<file path="src/rtl/sweep_pkg.sv">
package sweep_pkg;
    localparam int ACC_W = 32;
    localparam int OUT_W = 18;

    typedef enum logic [1:0] {
        ST_IDLE   = 2'd0,
        ST_SWEEP  = 2'd1,
        ST_PINNED = 2'd2
    } step_state_t;
endpackage

</file>
<file path="src/rtl/sweep_limit_regs.sv">
module sweep_limit_regs #(
    parameter int W = 32
) (
    input  logic         clk,
    input  logic         rst,
    input  logic         load,
    input  logic [W-1:0] min_i,
    input  logic [W-1:0] max_i,
    input  logic [W-1:0] delta_i,
    output logic [W-1:0] min_q,
    output logic [W-1:0] max_q,
    output logic [W-1:0] delta_q
);
    always_ff @(posedge clk) begin
        if (rst) begin
            min_q   <= '0;
            max_q   <= '0;
            delta_q <= '0;
        end else if (load) begin
            min_q   <= min_i;
            max_q   <= max_i;
            delta_q <= delta_i;
        end
    end

    // limits keep their value unless a load strobe occurs
    assert_limits_hold_R2: assert property (@(posedge clk) disable iff (rst)
        !load |=> ($stable(min_q) && $stable(max_q) && $stable(delta_q)))
        else $error("limit register changed without load");
endmodule

</file>
<file path="src/rtl/sweep_step_ctrl.sv">
module sweep_step_ctrl
    import sweep_pkg::*;
#(
    parameter int W = 32
) (
    input  logic         clk,
    input  logic         rst,
    input  logic         en,
    input  logic         init_min,
    input  logic         init_max,
    input  logic         sweep_up,
    input  logic [W-1:0] floor_i,
    input  logic [W-1:0] ceil_i,
    input  logic [W-1:0] delta_i,
    output logic [W-1:0] step_o
);
    step_state_t  state_q, state_d;
    logic [W-1:0] step_q, step_d;
    logic [W:0]   sum_w, diff_w;
    logic         over_ceil, under_floor;

    assign sum_w       = {1'b0, step_q} + {1'b0, delta_i};
    assign diff_w      = {1'b0, step_q} - {1'b0, delta_i};
    assign over_ceil   = sum_w[W] || (sum_w[W-1:0] > ceil_i);
    assign under_floor = diff_w[W] || (diff_w[W-1:0] < floor_i);

    // state register
    always_ff @(posedge clk) begin
        if (rst) begin
            state_q <= ST_IDLE;
            step_q  <= '0;
        end else begin
            state_q <= state_d;
            step_q  <= step_d;
        end
    end

    // next state and step value
    always_comb begin
        state_d = state_q;
        step_d  = step_q;
        unique case (state_q)
            ST_IDLE: begin
                state_d = ST_IDLE;
            end
            ST_SWEEP: begin
                if (en) begin
                    if (sweep_up) begin
                        if (over_ceil) begin
                            step_d  = ceil_i;
                            state_d = ST_PINNED;
                        end else begin
                            step_d = sum_w[W-1:0];
                        end
                    end else begin
                        if (under_floor) begin
                            step_d  = floor_i;
                            state_d = ST_PINNED;
                        end else begin
                            step_d = diff_w[W-1:0];
                        end
                    end
                end
            end
            ST_PINNED: begin
                state_d = ST_PINNED;
            end
            default: begin
                state_d = ST_IDLE;
            end
        endcase
        if (init_min) begin
            step_d  = floor_i;
            state_d = ST_SWEEP;
        end else if (init_max) begin
            step_d  = ceil_i;
            state_d = ST_SWEEP;
        end
    end

    assign step_o = step_q;

    assert_init_floor_R3: assert property (@(posedge clk) disable iff (rst)
        init_min |=> (step_q == $past(floor_i)))
        else $error("init to floor did not load floor");

    assert_up_never_drops_R4: assert property (@(posedge clk) disable iff (rst)
        (state_q == ST_SWEEP && en && sweep_up && !init_min && !init_max && step_q <= ceil_i)
        |=> (step_q >= $past(step_q)))
        else $error("upward sweep decreased the step");

    assert_down_never_rises_R5: assert property (@(posedge clk) disable iff (rst)
        (state_q == ST_SWEEP && en && !sweep_up && !init_min && !init_max && step_q >= floor_i)
        |=> (step_q <= $past(step_q)))
        else $error("downward sweep increased the step");

    assert_pinned_holds_R6: assert property (@(posedge clk) disable iff (rst)
        (state_q == ST_PINNED && !init_min && !init_max) |=> ($stable(step_q) && state_q == ST_PINNED))
        else $error("pinned step moved");

    assert_idle_holds_R11: assert property (@(posedge clk) disable iff (rst)
        (state_q == ST_IDLE && !init_min && !init_max) |=> $stable(step_q))
        else $error("idle step moved");
endmodule

</file>
<file path="src/rtl/sweep_phase_acc.sv">
module sweep_phase_acc #(
    parameter int W = 32
) (
    input  logic         clk,
    input  logic         rst,
    input  logic         en,
    input  logic [W-1:0] step_i,
    output logic [W-1:0] acc_o,
    output logic         carry_o
);
    logic [W-1:0] acc_q;
    logic         carry_q;
    logic [W:0]   acc_sum;

    assign acc_sum = {1'b0, acc_q} + {1'b0, step_i};

    always_ff @(posedge clk) begin
        if (rst) begin
            acc_q   <= '0;
            carry_q <= 1'b0;
        end else if (en) begin
            acc_q   <= acc_sum[W-1:0];
            carry_q <= acc_sum[W];
        end else begin
            carry_q <= 1'b0;
        end
    end

    assign acc_o   = acc_q;
    assign carry_o = carry_q;

    assert_stall_holds_R8: assert property (@(posedge clk) disable iff (rst)
        !en |=> ($stable(acc_q) && !carry_q))
        else $error("accumulator moved while stalled");

    assert_carry_needs_en_R9: assert property (@(posedge clk) disable iff (rst)
        carry_q |-> $past(en))
        else $error("carry without an enabled update");
endmodule

</file>
<file path="src/rtl/sweep_phase_out.sv">
module sweep_phase_out #(
    parameter int W  = 32,
    parameter int OW = 18
) (
    input  logic          clk,
    input  logic          rst,
    input  logic [W-1:0]  acc_i,
    input  logic [OW-1:0] ofs_i,
    output logic [OW-1:0] word_o
);
    localparam int TOP_LSB = W - OW;

    logic [OW-1:0] acc_top;
    logic [OW-1:0] word_q;

    assign acc_top = acc_i[W-1:TOP_LSB];

    always_ff @(posedge clk) begin
        if (rst) begin
            word_q <= '0;
        end else begin
            word_q <= acc_top + ofs_i;
        end
    end

    assign word_o = word_q;

    assert_word_follows_R10: assert property (@(posedge clk) disable iff (rst)
        (!$past(rst) && $stable(acc_top) && $stable(ofs_i)) |=> $stable(word_q))
        else $error("phase word changed with steady inputs");
endmodule

</file>
<file path="src/rtl/sweep_phase_gen.sv">
module sweep_phase_gen
    import sweep_pkg::*;
(
    input  logic             clk,
    input  logic             rst,
    input  logic             en,
    input  logic             load,
    input  logic             init_min,
    input  logic             init_max,
    input  logic             sweep_up,
    input  logic [ACC_W-1:0] min_step,
    input  logic [ACC_W-1:0] max_step,
    input  logic [ACC_W-1:0] delta_step,
    input  logic [OUT_W-1:0] phase_ofs,
    output logic [OUT_W-1:0] phase_word,
    output logic             carry_out
);
    logic [ACC_W-1:0] floor_q, ceil_q, delta_q;
    logic [ACC_W-1:0] step_w;
    logic [ACC_W-1:0] acc_w;

    sweep_limit_regs #(.W(ACC_W)) u_limits (
        .clk     (clk),
        .rst     (rst),
        .load    (load),
        .min_i   (min_step),
        .max_i   (max_step),
        .delta_i (delta_step),
        .min_q   (floor_q),
        .max_q   (ceil_q),
        .delta_q (delta_q)
    );

    sweep_step_ctrl #(.W(ACC_W)) u_ctrl (
        .clk      (clk),
        .rst      (rst),
        .en       (en),
        .init_min (init_min),
        .init_max (init_max),
        .sweep_up (sweep_up),
        .floor_i  (floor_q),
        .ceil_i   (ceil_q),
        .delta_i  (delta_q),
        .step_o   (step_w)
    );

    sweep_phase_acc #(.W(ACC_W)) u_acc (
        .clk     (clk),
        .rst     (rst),
        .en      (en),
        .step_i  (step_w),
        .acc_o   (acc_w),
        .carry_o (carry_out)
    );

    sweep_phase_out #(.W(ACC_W), .OW(OUT_W)) u_out (
        .clk    (clk),
        .rst    (rst),
        .acc_i  (acc_w),
        .ofs_i  (phase_ofs),
        .word_o (phase_word)
    );
endmodule

</file>
<file path="config.mk">
export PLATFORM = sky130hd
export DESIGN_NAME = sweep_phase_gen
export DESIGN_NICKNAME = d
export VERILOG_FILES = /design/src/rtl/sweep_pkg.sv /design/src/rtl/sweep_limit_regs.sv /design/src/rtl/sweep_step_ctrl.sv /design/src/rtl/sweep_phase_acc.sv /design/src/rtl/sweep_phase_out.sv /design/src/rtl/sweep_phase_gen.sv
export SDC_FILE = /design/constraint.sdc
export NUM_CORES = 1
export LEC_CHECK = 0
export ABC_AREA = 1
export BUFFER_PORTS_ARGS = -buffer_cell sky130_fd_sc_hd__buf_2
export CORE_UTILIZATION = 55
export DETAILED_ROUTE_END_ITERATION = 8
export GPL_TIMING_DRIVEN = 0
export PLACE_DENSITY = 0.81
export SLEW_MARGIN = 5
export SYNTH_ARGS = -nofsm -noshare
export SYNTH_HDL_FRONTEND = slang
export SYNTH_SLANG_ARGS = --single-unit
</file>
<file path="constraint.sdc">
create_clock -name clk -period 10.49 [get_ports clk]
set_input_delay 0 -clock clk [delete_from_list [all_inputs] [get_ports clk]]
set_output_delay 0 -clock clk [all_outputs]
set_load 0.005 [all_outputs]
</file>
After elaboration in Yosys (flattened, before gate mapping)
Cells that the tools add are included.

operators by class
  magnitude comparators = 2
  bitwise operators = 1
  add/sub/neg operators = 4
  equality and inequality tests = 8
  reductions and logical operators = 9
  mux-type cells = 14

operators by type and width
  operator              count
  $mux W32              7
  $add A32 B32 Y33      2
  $sub A32 B32 Y33      1
  $gt A32 B32 Y1        1
  $lt A32 B32 Y1        1
  $add A18 B18 Y18      1
  $ne A5 B4 Y1 const B  2
  $mux W2               4
  $ne A3 B2 Y1 const B  2
  $reduce_and A3 Y1     2
  $reduce_bool A3 Y1    2
  $ne A4 B4 Y1 const B  1
  $pmux W2 S2           1
  $reduce_or A3 Y1      1
  $eq A2 B1 Y1 const B  1
  $eq A2 B2 Y1 const B  1
  $logic_or A1 B1 Y1    2
  $mux W1               2
  $ne A2 B2 Y1 const B  1
  $reduce_and A2 Y1     1
  $reduce_or A2 Y1      1
  $not A1 Y1            1

storage, ports and cells
  output and inout port bits = 19
  register bits = 181
  input bits = 121

Depth between registers and ports, before layout
Gate-level depths: netlist of run 1.

  word-level depth = 9
  mapped depth = 34
  gate-level depth less buffers = 33

Hierarchy
From an unflattened synthesis of run 1, not the netlist that was laid out.

second synthesis, totals
  cells, all modules = 3087
  area total of the unflattened synthesis = 17958.5 um2

modules (own cells, without submodules)
  module            sequential area each (um2)  times used  cells each  area each (um2)
  sweep_step_ctrl   680.7                       1           1585        8862.2
  sweep_limit_regs  1921.8                      1           608         4013.8
  sweep_phase_acc   660.6                       1           667         3609.7
  sweep_phase_out   360.3                       1           227         1472.7

Worst setup path before layout of run 1
No wires, ideal clock.

  path type = flip-flop to flip-flop
  start point = register u_limits.delta_q[4]
  end point = register u_ctrl.step_q[5] (netlist: u_ctrl.step_o[5])
  path slack = 7064 ps
  period minus slack after synthesis = 3426 ps
  data arrival time = 3298 ps
  path buffers = 2
  cell stages (with the launch flop) = 31
  setup time = 128 ps
  path through = dfxtp_1 > inv_1 > ha_1 > buf_2 > nor2_1 > nand4_1 > nand2_1 > nand2_1 > nand2_1 > inv_1 > o21bai_1 > xor2_1 > inv_1 > ha_1 > nand2_1 > nand2_1 > nand2_1 > nand2_1 > nand2_1 > a21oi_1 > nor2_1 > nand2_1 > nand2_1 > nand2_4 > nand2_2 > nand2_1 > buf_4 > a21oi_1 > nand2_1 > o21ai_0 > a21oi_1

on the way
  word-level cells in the longest chain between the ends = 9
  elaborated cells between the ends (all ways) = 13
  those cells by class = add/sub: 2; order compare: 2; mux: 7; reduce/logical: 2

ends and longest elaborated chain
  element                                               RTL line                                      RTL
  start, declared                                       sweep_limit_regs.sv:12                        output logic [W-1:0] delta_q
  start signal, assigned                                sweep_limit_regs.sv:22                        delta_q <= delta_i;
  $sub A32 B32 Y33 or $add A32 B32 Y33 (tied branches)  sweep_step_ctrl.sv:23, sweep_step_ctrl.sv:22
  $lt A32 B32 Y1 or $gt A32 B32 Y1 (tied branches)      sweep_step_ctrl.sv:25, sweep_step_ctrl.sv:24
  $logic_or A1 B1 Y1, on equally long branches          sweep_step_ctrl.sv:25, sweep_step_ctrl.sv:24
  $mux W32, on equally long branches                    sweep_step_ctrl.sv:56, sweep_step_ctrl.sv:49
  $mux W32 *                                            sweep_step_ctrl.sv:48                         if (sweep_up) begin
  $mux W32 *                                            sweep_step_ctrl.sv:47                         if (en) begin
  $mux W32 *                                            sweep_step_ctrl.sv:42                         unique case (state_q)
  $mux W32 *                                            sweep_step_ctrl.sv:75                         end else if (init_max) begin
  $mux W32 *                                            sweep_step_ctrl.sv:72                         if (init_min) begin
  end signal, assigned                                  sweep_step_ctrl.sv:34                         step_q <= step_d;
  end, declared                                         sweep_step_ctrl.sv:18                         logic [W-1:0] step_q, step_d;

Mark *: on every way between the ends. The rest lies on a longest branch, timed or not. The select of a mux whose other input is x is not followed.
A chain may end at the register's enable or synchronous reset.

Final worst setup path of run 1
  start point = register u_ctrl.step_q[0] (netlist: u_ctrl.step_o[0])
  end point = register u_ctrl.step_q[20] (netlist: u_ctrl.step_o[20])

on the way
  word-level cells in the longest chain between the ends = 9
  elaborated cells between the ends (all ways) = 13
  those cells by class = add/sub: 2; order compare: 2; mux: 7; reduce/logical: 2

ends and longest elaborated chain
  element                                               RTL line
  $sub A32 B32 Y33 or $add A32 B32 Y33 (tied branches)  sweep_step_ctrl.sv:23, sweep_step_ctrl.sv:22
  $lt A32 B32 Y1 or $gt A32 B32 Y1 (tied branches)      sweep_step_ctrl.sv:25, sweep_step_ctrl.sv:24
  $logic_or A1 B1 Y1, on equally long branches          sweep_step_ctrl.sv:25, sweep_step_ctrl.sv:24
  $mux W32, on equally long branches                    sweep_step_ctrl.sv:56, sweep_step_ctrl.sv:49
  $mux W32 *                                            sweep_step_ctrl.sv:48
  $mux W32 *                                            sweep_step_ctrl.sv:47
  $mux W32 *                                            sweep_step_ctrl.sv:42
  $mux W32 *                                            sweep_step_ctrl.sv:75
  $mux W32 *                                            sweep_step_ctrl.sv:72

Marks and branches as above.

==> results.cfg, run 1 <==
[run_status]
status = finished, final reports clean

[hold_path]
min_to = u_out.word_o[7]$_SDFF_PP0_
min-delay-start = phase_ofs[7]
min_path_type = input pin to flip-flop
whs_path_depth = 4

[critical_path]
rr_worst_depth = 29
worstSetupPathType = flip-flop to flip-flop
timing.rr.start = u_ctrl.step_o[0]$_SDFFE_PP0P_
cpMaxStageDelayCell = o21ai_0
startpoint_type = flip-flop
arrival_ps = 5660
cp.required_ps = 10880
crit_path_end_kind = flip-flop
r2r_end = u_ctrl.step_o[20]$_SDFFE_PP0P_
crit_top_cell = nand2_1
reg2reg_slack_ps = 5220
slowest_delay_ps = 570
crit_fanout = 10
critPathLaunch = u_ctrl.step_o[0]$_SDFFE_PP0P_

[placement]
io_buffers = 137
post-place-ws_ps = 5411
placed_area_um2 = 17350
place.gp.congestion = 1.045
dpl.hpwl_um = 50730

[timing]
finalClockSkew_ps = 11.69
finalSetupViolations = 0
rsz0062_at_grt = no
fmax_mhz = 189.7
drv_slew = 0
min_period_ps = 5271
worst_slew_pin_slew_ps = 1161
min_period_over_period_pct = 50.25
slew_headroom_pct = 22.62
layout_setup_ws_ps = 5219
hold_violations = 0
tns_ps = 0

[cts]
post_cts_buffers = 0
cts_buffer_depth = 2
clkLatencyLatePin_ps = 470
post_cts_resized = 0
path_clk_slew_ps = 70
cts_buffers = 17
cts_tree = done
clockRootBuffer = clkbuf_16
htreeDepth = 4
cts_hold_buf = 112
cts_num_sinks = 181

[grt]
grt_antenna_before_repair = 0
grt_usage_pct = 42.58
grt_pass1_vias = 18246
grt_overflow = 0
grt_pass1_wl_um = 98050
grt_max_degree = 17

[floorplanning]
dieArea_um2 = 30110
io_pins = 140
die_h_um = 173.5
rows = 62
coreArea_um2 = 28860
initial_core_util_pct = 56.07
die_w_um = 173.5

[cells_and_area]
design_area_um2 = 19140
layout-drive-gt1-share_pct = 8.241
area_delta_synth_final_pct = 18.30
fin_nets = 3177
multiInputGateArea_um2 = 10680
final_common_cell = nand2_1
final_cell_mix = nand2_1, inv_1, a21oi_1
seq_area_um2 = 3623
post-route-util_pct = 66.34
fillers = 2603

[drt]
routed_via_density = 5.764
drtIter0Drc = 1817
routed_wl_um = 64590
first_pass_iters = 8
wl_per_cell_um = 19.73
vias = 18871
detail-route-antenna-nets = 0
route.detailed.drc = 0

[yosys]
yosysSeqAreaShare_pct = 22.39
ys_ff_latch = 181
syn_nets = 2909
async_reset_ff_share_pct = 0
yosysWarnings = 0
syn_inst = 2607
syn_area_per_cell_um2 = 6.207
ys.flop_type = dfxtp_1
synth_area_um2 = 16180
synth_cell_types = 50
synth-edff-count = 0

[power_and_ir_drop]
p_leak_nw = 9.724
ir_worst_vdd_uv = 131.9
pwr_density_cell_nw_per_um2 = 149.9
p_total_w = 0.002870

[flow_run]
max-cap-violations = 0
cell usage after synthesis, types with 14 or more instances:
master    instances  area, um2
nand2_2          14      87.58
nand3_1         144      720.7
ha_1            177       2215
xor2_1           43      376.6
o21bai_1         25      187.7
nand2_1         603       2263
nand4_1          22      137.6
o21ai_0         220       1101
nor2_1          234      878.3
clkbuf_1         60      225.2
o211ai_1         19      142.6
inv_1           367       1378
dfxtp_1         181       3623
buf_2            19      95.09
a21oi_1         334       1672
how the worst max path moves through the flow:
stage / to / slack [ps] / depth (start not counted)
after detailed placement: u_ctrl.step_o[20]$_SDFFE_PP0P_ / 5410 / 29
after global placement: u_ctrl.step_o[20]$_SDFFE_PP0P_ / 5420 / 25
after global routing: u_ctrl.step_o[29]$_SDFFE_PP0P_ / 4870 / 30
after floorplan: u_ctrl.step_o[5]$_SDFFE_PP0P_ / 7060 / 30
final: u_ctrl.step_o[20]$_SDFFE_PP0P_ / 5220 / 29
after CTS: u_ctrl.step_o[20]$_SDFFE_PP0P_ / 5360 / 29
routing by layer:
layer | share of wire (%) | global-route usage, % | vias up
met4 | 5.7 | 25.66 | 0
met3 | 8.7 | 6.491 | 194
met2 | 46 | 71.27 | 968
met5 | 0 | 0 | -
li1 | - | - | 9045
met1 | 40 | 51.52 | 8664
per-stage QoR:
step,cells,hold slack [ps]
final,3274,18.21
after global routing,3272,60.28
after CTS,3272,3.951
after detailed placement,3128,237.1
after global placement,3128,236.7
after floorplan,2607,134.9
state kept, by name, indices dropped and copies added, names as in the netlist:
signal            flops
u_acc.acc_o          32
u_ctrl.step_o        32
u_limits.delta_q     32
u_limits.max_q       32
u_limits.min_q       32
u_out.word_o         18
u_ctrl.state_q        2
u_acc.carry_o         1
critical path, delay by kind of cell (launching register included):
family / cells / cell delay, ps
simple gates: 17 / 2360
compound gates: 4 / 1060
flops: 1 / 500
fa+ha+maj: 3 / 700
buf+inv: 5 / 550
kinds of logic after synthesis:
kind of cell	share of synthesized area, %
AOI/OAI and AO/OA	21.77
xor gates and xnor gates	2.977
adders and majority gates	14.18
buffers and inverters	11.58
DFF	22.39
and+or+nand+nor	27.09
report_power, final:
part | internal [W] | switching, W | leakage (nW)
combinational | 0.000435 | 0.000865 | 7.90
sequential | 0.000749 | 0.0000599 | 1.50
clock | 0.000454 | 0.000307 | 0.321
final cells by class:
| cell class | instances | share of cell area (%) |
|---|---|---|
| multi-input combinational | 1949 | 55.81 |
| sequential | 181 | 18.93 |
| timing repair buffer | 249 | 9.438 |
| inverter | 379 | 7.444 |
| tap | 384 | 2.510 |
| buffer | 98 | 2.346 |
| clock buffer | 20 | 2.333 |
| clock inverter | 12 | 1.163 |
| antenna | 2 | 0.02614 |
No activity file was read; power rests on OpenSTA's default activity.
==> inputs of run 2 (changes only) <==
--- a/config.mk
+++ b/config.mk
@@ -10,7 +10,7 @@
 export CORE_UTILIZATION = 55
 export DETAILED_ROUTE_END_ITERATION = 8
 export GPL_TIMING_DRIVEN = 0
-export PLACE_DENSITY = 0.81
+export PLACE_DENSITY = 0.84
 export SLEW_MARGIN = 5
 export SYNTH_ARGS = -nofsm -noshare
 export SYNTH_HDL_FRONTEND = slang
==> constraint.sdc (replaced) <==
create_clock -name clk -period 4.8 [get_ports clk]
set_input_delay 0 -clock clk [delete_from_list [all_inputs] [get_ports clk]]
set_output_delay 0 -clock clk [all_outputs]
set_load 0.005 [all_outputs]
==> run 2 against run 1 <==
Clock power up 96%; non-clock buffer count up 1; combinational power up 120%; clock skew up 7.5 ps; core utilization up 0.35 points; cell area up 0.52%; worst setup slack worse by 5100 ps; power up 110%; sequential cell count unchanged.
==> results.cfg, run 2 (same netlist as run 1, synthesis figures left out) <==
[drt]
routed_wl_um = 64650
drtIter0Drc = 1702
routed_via_density = 5.758
route.detailed.drc = 0
vias = 18851
wl_per_cell_um = 19.75
first_pass_iters = 6
detail-route-antenna-nets = 0

[floorplanning]
io_pins = 140
dieArea_um2 = 30110
die_w_um = 173.5
initial_core_util_pct = 56.07
die_h_um = 173.5
rows = 62
coreArea_um2 = 28860

[hold_path]
whs_path_depth = 4
min_path_type = input pin to flip-flop
min_to = u_out.word_o[1]$_SDFF_PP0_
min-delay-start = phase_ofs[1]

[flow_run]
max-cap-violations = 0

[timing]
finalSetupViolations = 0
worst_slew_pin_slew_ps = 1249
hold_violations = 0
finalClockSkew_ps = 19.14
slew_headroom_pct = 16.76
min_period_ps = 4720
fmax_mhz = 211.8
rsz0062_at_grt = yes
drv_slew = 0
whs_ps = 21.27
min_period_over_period_pct = 98.34

[critical_path]
r2r_end = u_ctrl.step_o[6]$_SDFFE_PP0P_
reg2reg_slack_ps = 80
crit_path_end_kind = flip-flop
worstSetupPathType = flip-flop to flip-flop
rr_worst_depth = 26
timing.rr.start = u_ctrl.step_o[18]$_SDFFE_PP0P_
crit_fanout = 10
cp.required_ps = 5140
startpoint_type = flip-flop
arrival_ps = 5060

[cells_and_area]
area_delta_synth_final_pct = 18.92
layout-drive-gt1-share_pct = 10.14
fillers = 2590
fin_nets = 3178
design_area_um2 = 19240
final_cell_mix = nand2_1, inv_1, a21oi_1
finalNonFillerCells = 3274
final_common_cell = nand2_1

[grt]
grt_pass1_vias = 18245
grt_usage_pct = 42.86
grt_max_degree = 17
grt_overflow = 0
grt_pass1_wl_um = 98660
grt_antenna_before_repair = 2

[cts]
cts_buffers = 17
clkLatencyLatePin_ps = 480
clockRootBuffer = clkbuf_16
htreeDepth = 4
cts_buffer_depth = 2
path_clk_slew_ps = 80
cts_tree = done
cts_num_sinks = 181

[placement]
place.gp.congestion = 1.025
dpl.hpwl_um = 51020
io_buffers = 137
placed_cells = 3128
placed_area_um2 = 17350

[power_and_ir_drop]
pwr_density_cell_nw_per_um2 = 319.7
p_total_w = 0.006153
p_leak_nw = 9.732
ir_worst_vdd_uv = 260.3

[run_status]
status = finished, final reports clean
run 2: cell types whose count changed in the layout (fill, tap and decap cells not counted), moves of 3 or more:
cell       before  now
dfxtp_1       181  163
o21ai_0       220  211
clkinv_4        0    4
o21bai_1       25   22
dfxtp_2         0   16
a21oi_2         5   10
o21bai_2        0    3
o21ai_1         6   13
nor2_2          1   10
bufinv_16       6    2
nor2_1        234  225
nand2_2        14   21
a21oi_1       334  328
nand2_1       603  596
run 2: through the flow:
step           setup WS (ps)  TNS (ps)  util, %
4_1_cts                13.25         0    66.10
2_1_floorplan           1374         0        -
3_3_place_gp          -264.9     -2909    60.12
3_5_place_dp          -313.4     -3824    60.12
5_1_grt               -61.81    -144.3    66.68
6_report               79.65         0    66.68
run 2: critical path, cell delays in order, from the launching register on:
cell     delay, ps
dfxtp_1        510
ha_1           380
inv_1          160
nand2_1        130
nor2_1         250
a21oi_2        120
nor2_1         230
nor2_1          90
nand2_1         80
nand2_1         40
nand2_1        150
inv_1           60
ha_1           290
nand2_1         50
nor2_1         140
nand2_1        150
nor2_2         190
nand4_1        220
nand2_2        220
nand2_4        120
nand2_2        170
nand2_2        130
buf_4          210
a21oi_1        140
nand2_1         70
o21ai_0        140
a21oi_1        120
run 2: layout make-up:
cell class                      instances  area [um2]  area share, %
Antenna cell                            1       2.502        0.01300
Buffer                                 98       451.7          2.347
Clock buffer                           20       456.7          2.373
Clock inverter                         12       143.9         0.7477
Inverter                              379        1428          7.419
Multi-Input combinational cell       1949       10810          56.15
Sequential cell                       181        3651          18.97
Tap cell                              384       480.5          2.497
Timing Repair Buffer                  250        1824          9.480
run 2: worst max path at each step:
stage / from / cells after the start / endpoint / slack [ps]
2_1_floorplan: u_limits.delta_q[4]$_SDFFE_PP0P_ / 30 / u_ctrl.step_o[5]$_SDFFE_PP0P_ / 1370
3_3_place_gp: u_ctrl.step_o[29]$_SDFFE_PP0P_ / 25 / u_ctrl.step_o[20]$_SDFFE_PP0P_ / -260
3_5_place_dp: u_ctrl.step_o[29]$_SDFFE_PP0P_ / 25 / u_ctrl.step_o[20]$_SDFFE_PP0P_ / -310
4_1_cts: u_ctrl.step_o[11]$_SDFFE_PP0P_ / 27 / u_ctrl.step_o[20]$_SDFFE_PP0P_ / 10
5_1_grt: u_ctrl.step_o[18]$_SDFFE_PP0P_ / 28 / u_ctrl.step_o[22]$_SDFFE_PP0P_ / -60
6_report: u_ctrl.step_o[18]$_SDFFE_PP0P_ / 26 / u_ctrl.step_o[6]$_SDFFE_PP0P_ / 80
run 2: where the power goes:
group | internal (W) | switching [W] | leakage (nW)
registers | 0.00164 | 0.000130 | 1.51
clock network | 0.000803 | 0.000686 | 0.289
logic | 0.000974 | 0.00192 | 7.93
total | 0.00342 | 0.00274 | 9.73
run 2: metal layers:
| metal | global-route usage [%] | routed length (um) | part of all wire, % | up-vias |
|---|---|---|---|---|
| met5 | 0 | 0 | 0 | - |
| met4 | 23.97 | 3585 | 5.5 | 0 |
| met3 | 6.711 | 6047 | 9.4 | 193 |
| met2 | 71.65 | 29720 | 46 | 975 |
| met1 | 52.51 | 25300 | 39 | 8629 |
| li1 | - | - | - | 9054 |
run 2: what timing repair did:
action / in CTS / in global routing
resized for setup: 10 / 56
pin swaps: 0 / 2
setup endpoints to repair: 33 / 34
hold buffers: 111 / 0
endpoints found under the hold margin: 109 / 0
buffers inserted: 0 / 2
cloned: 0 / 0
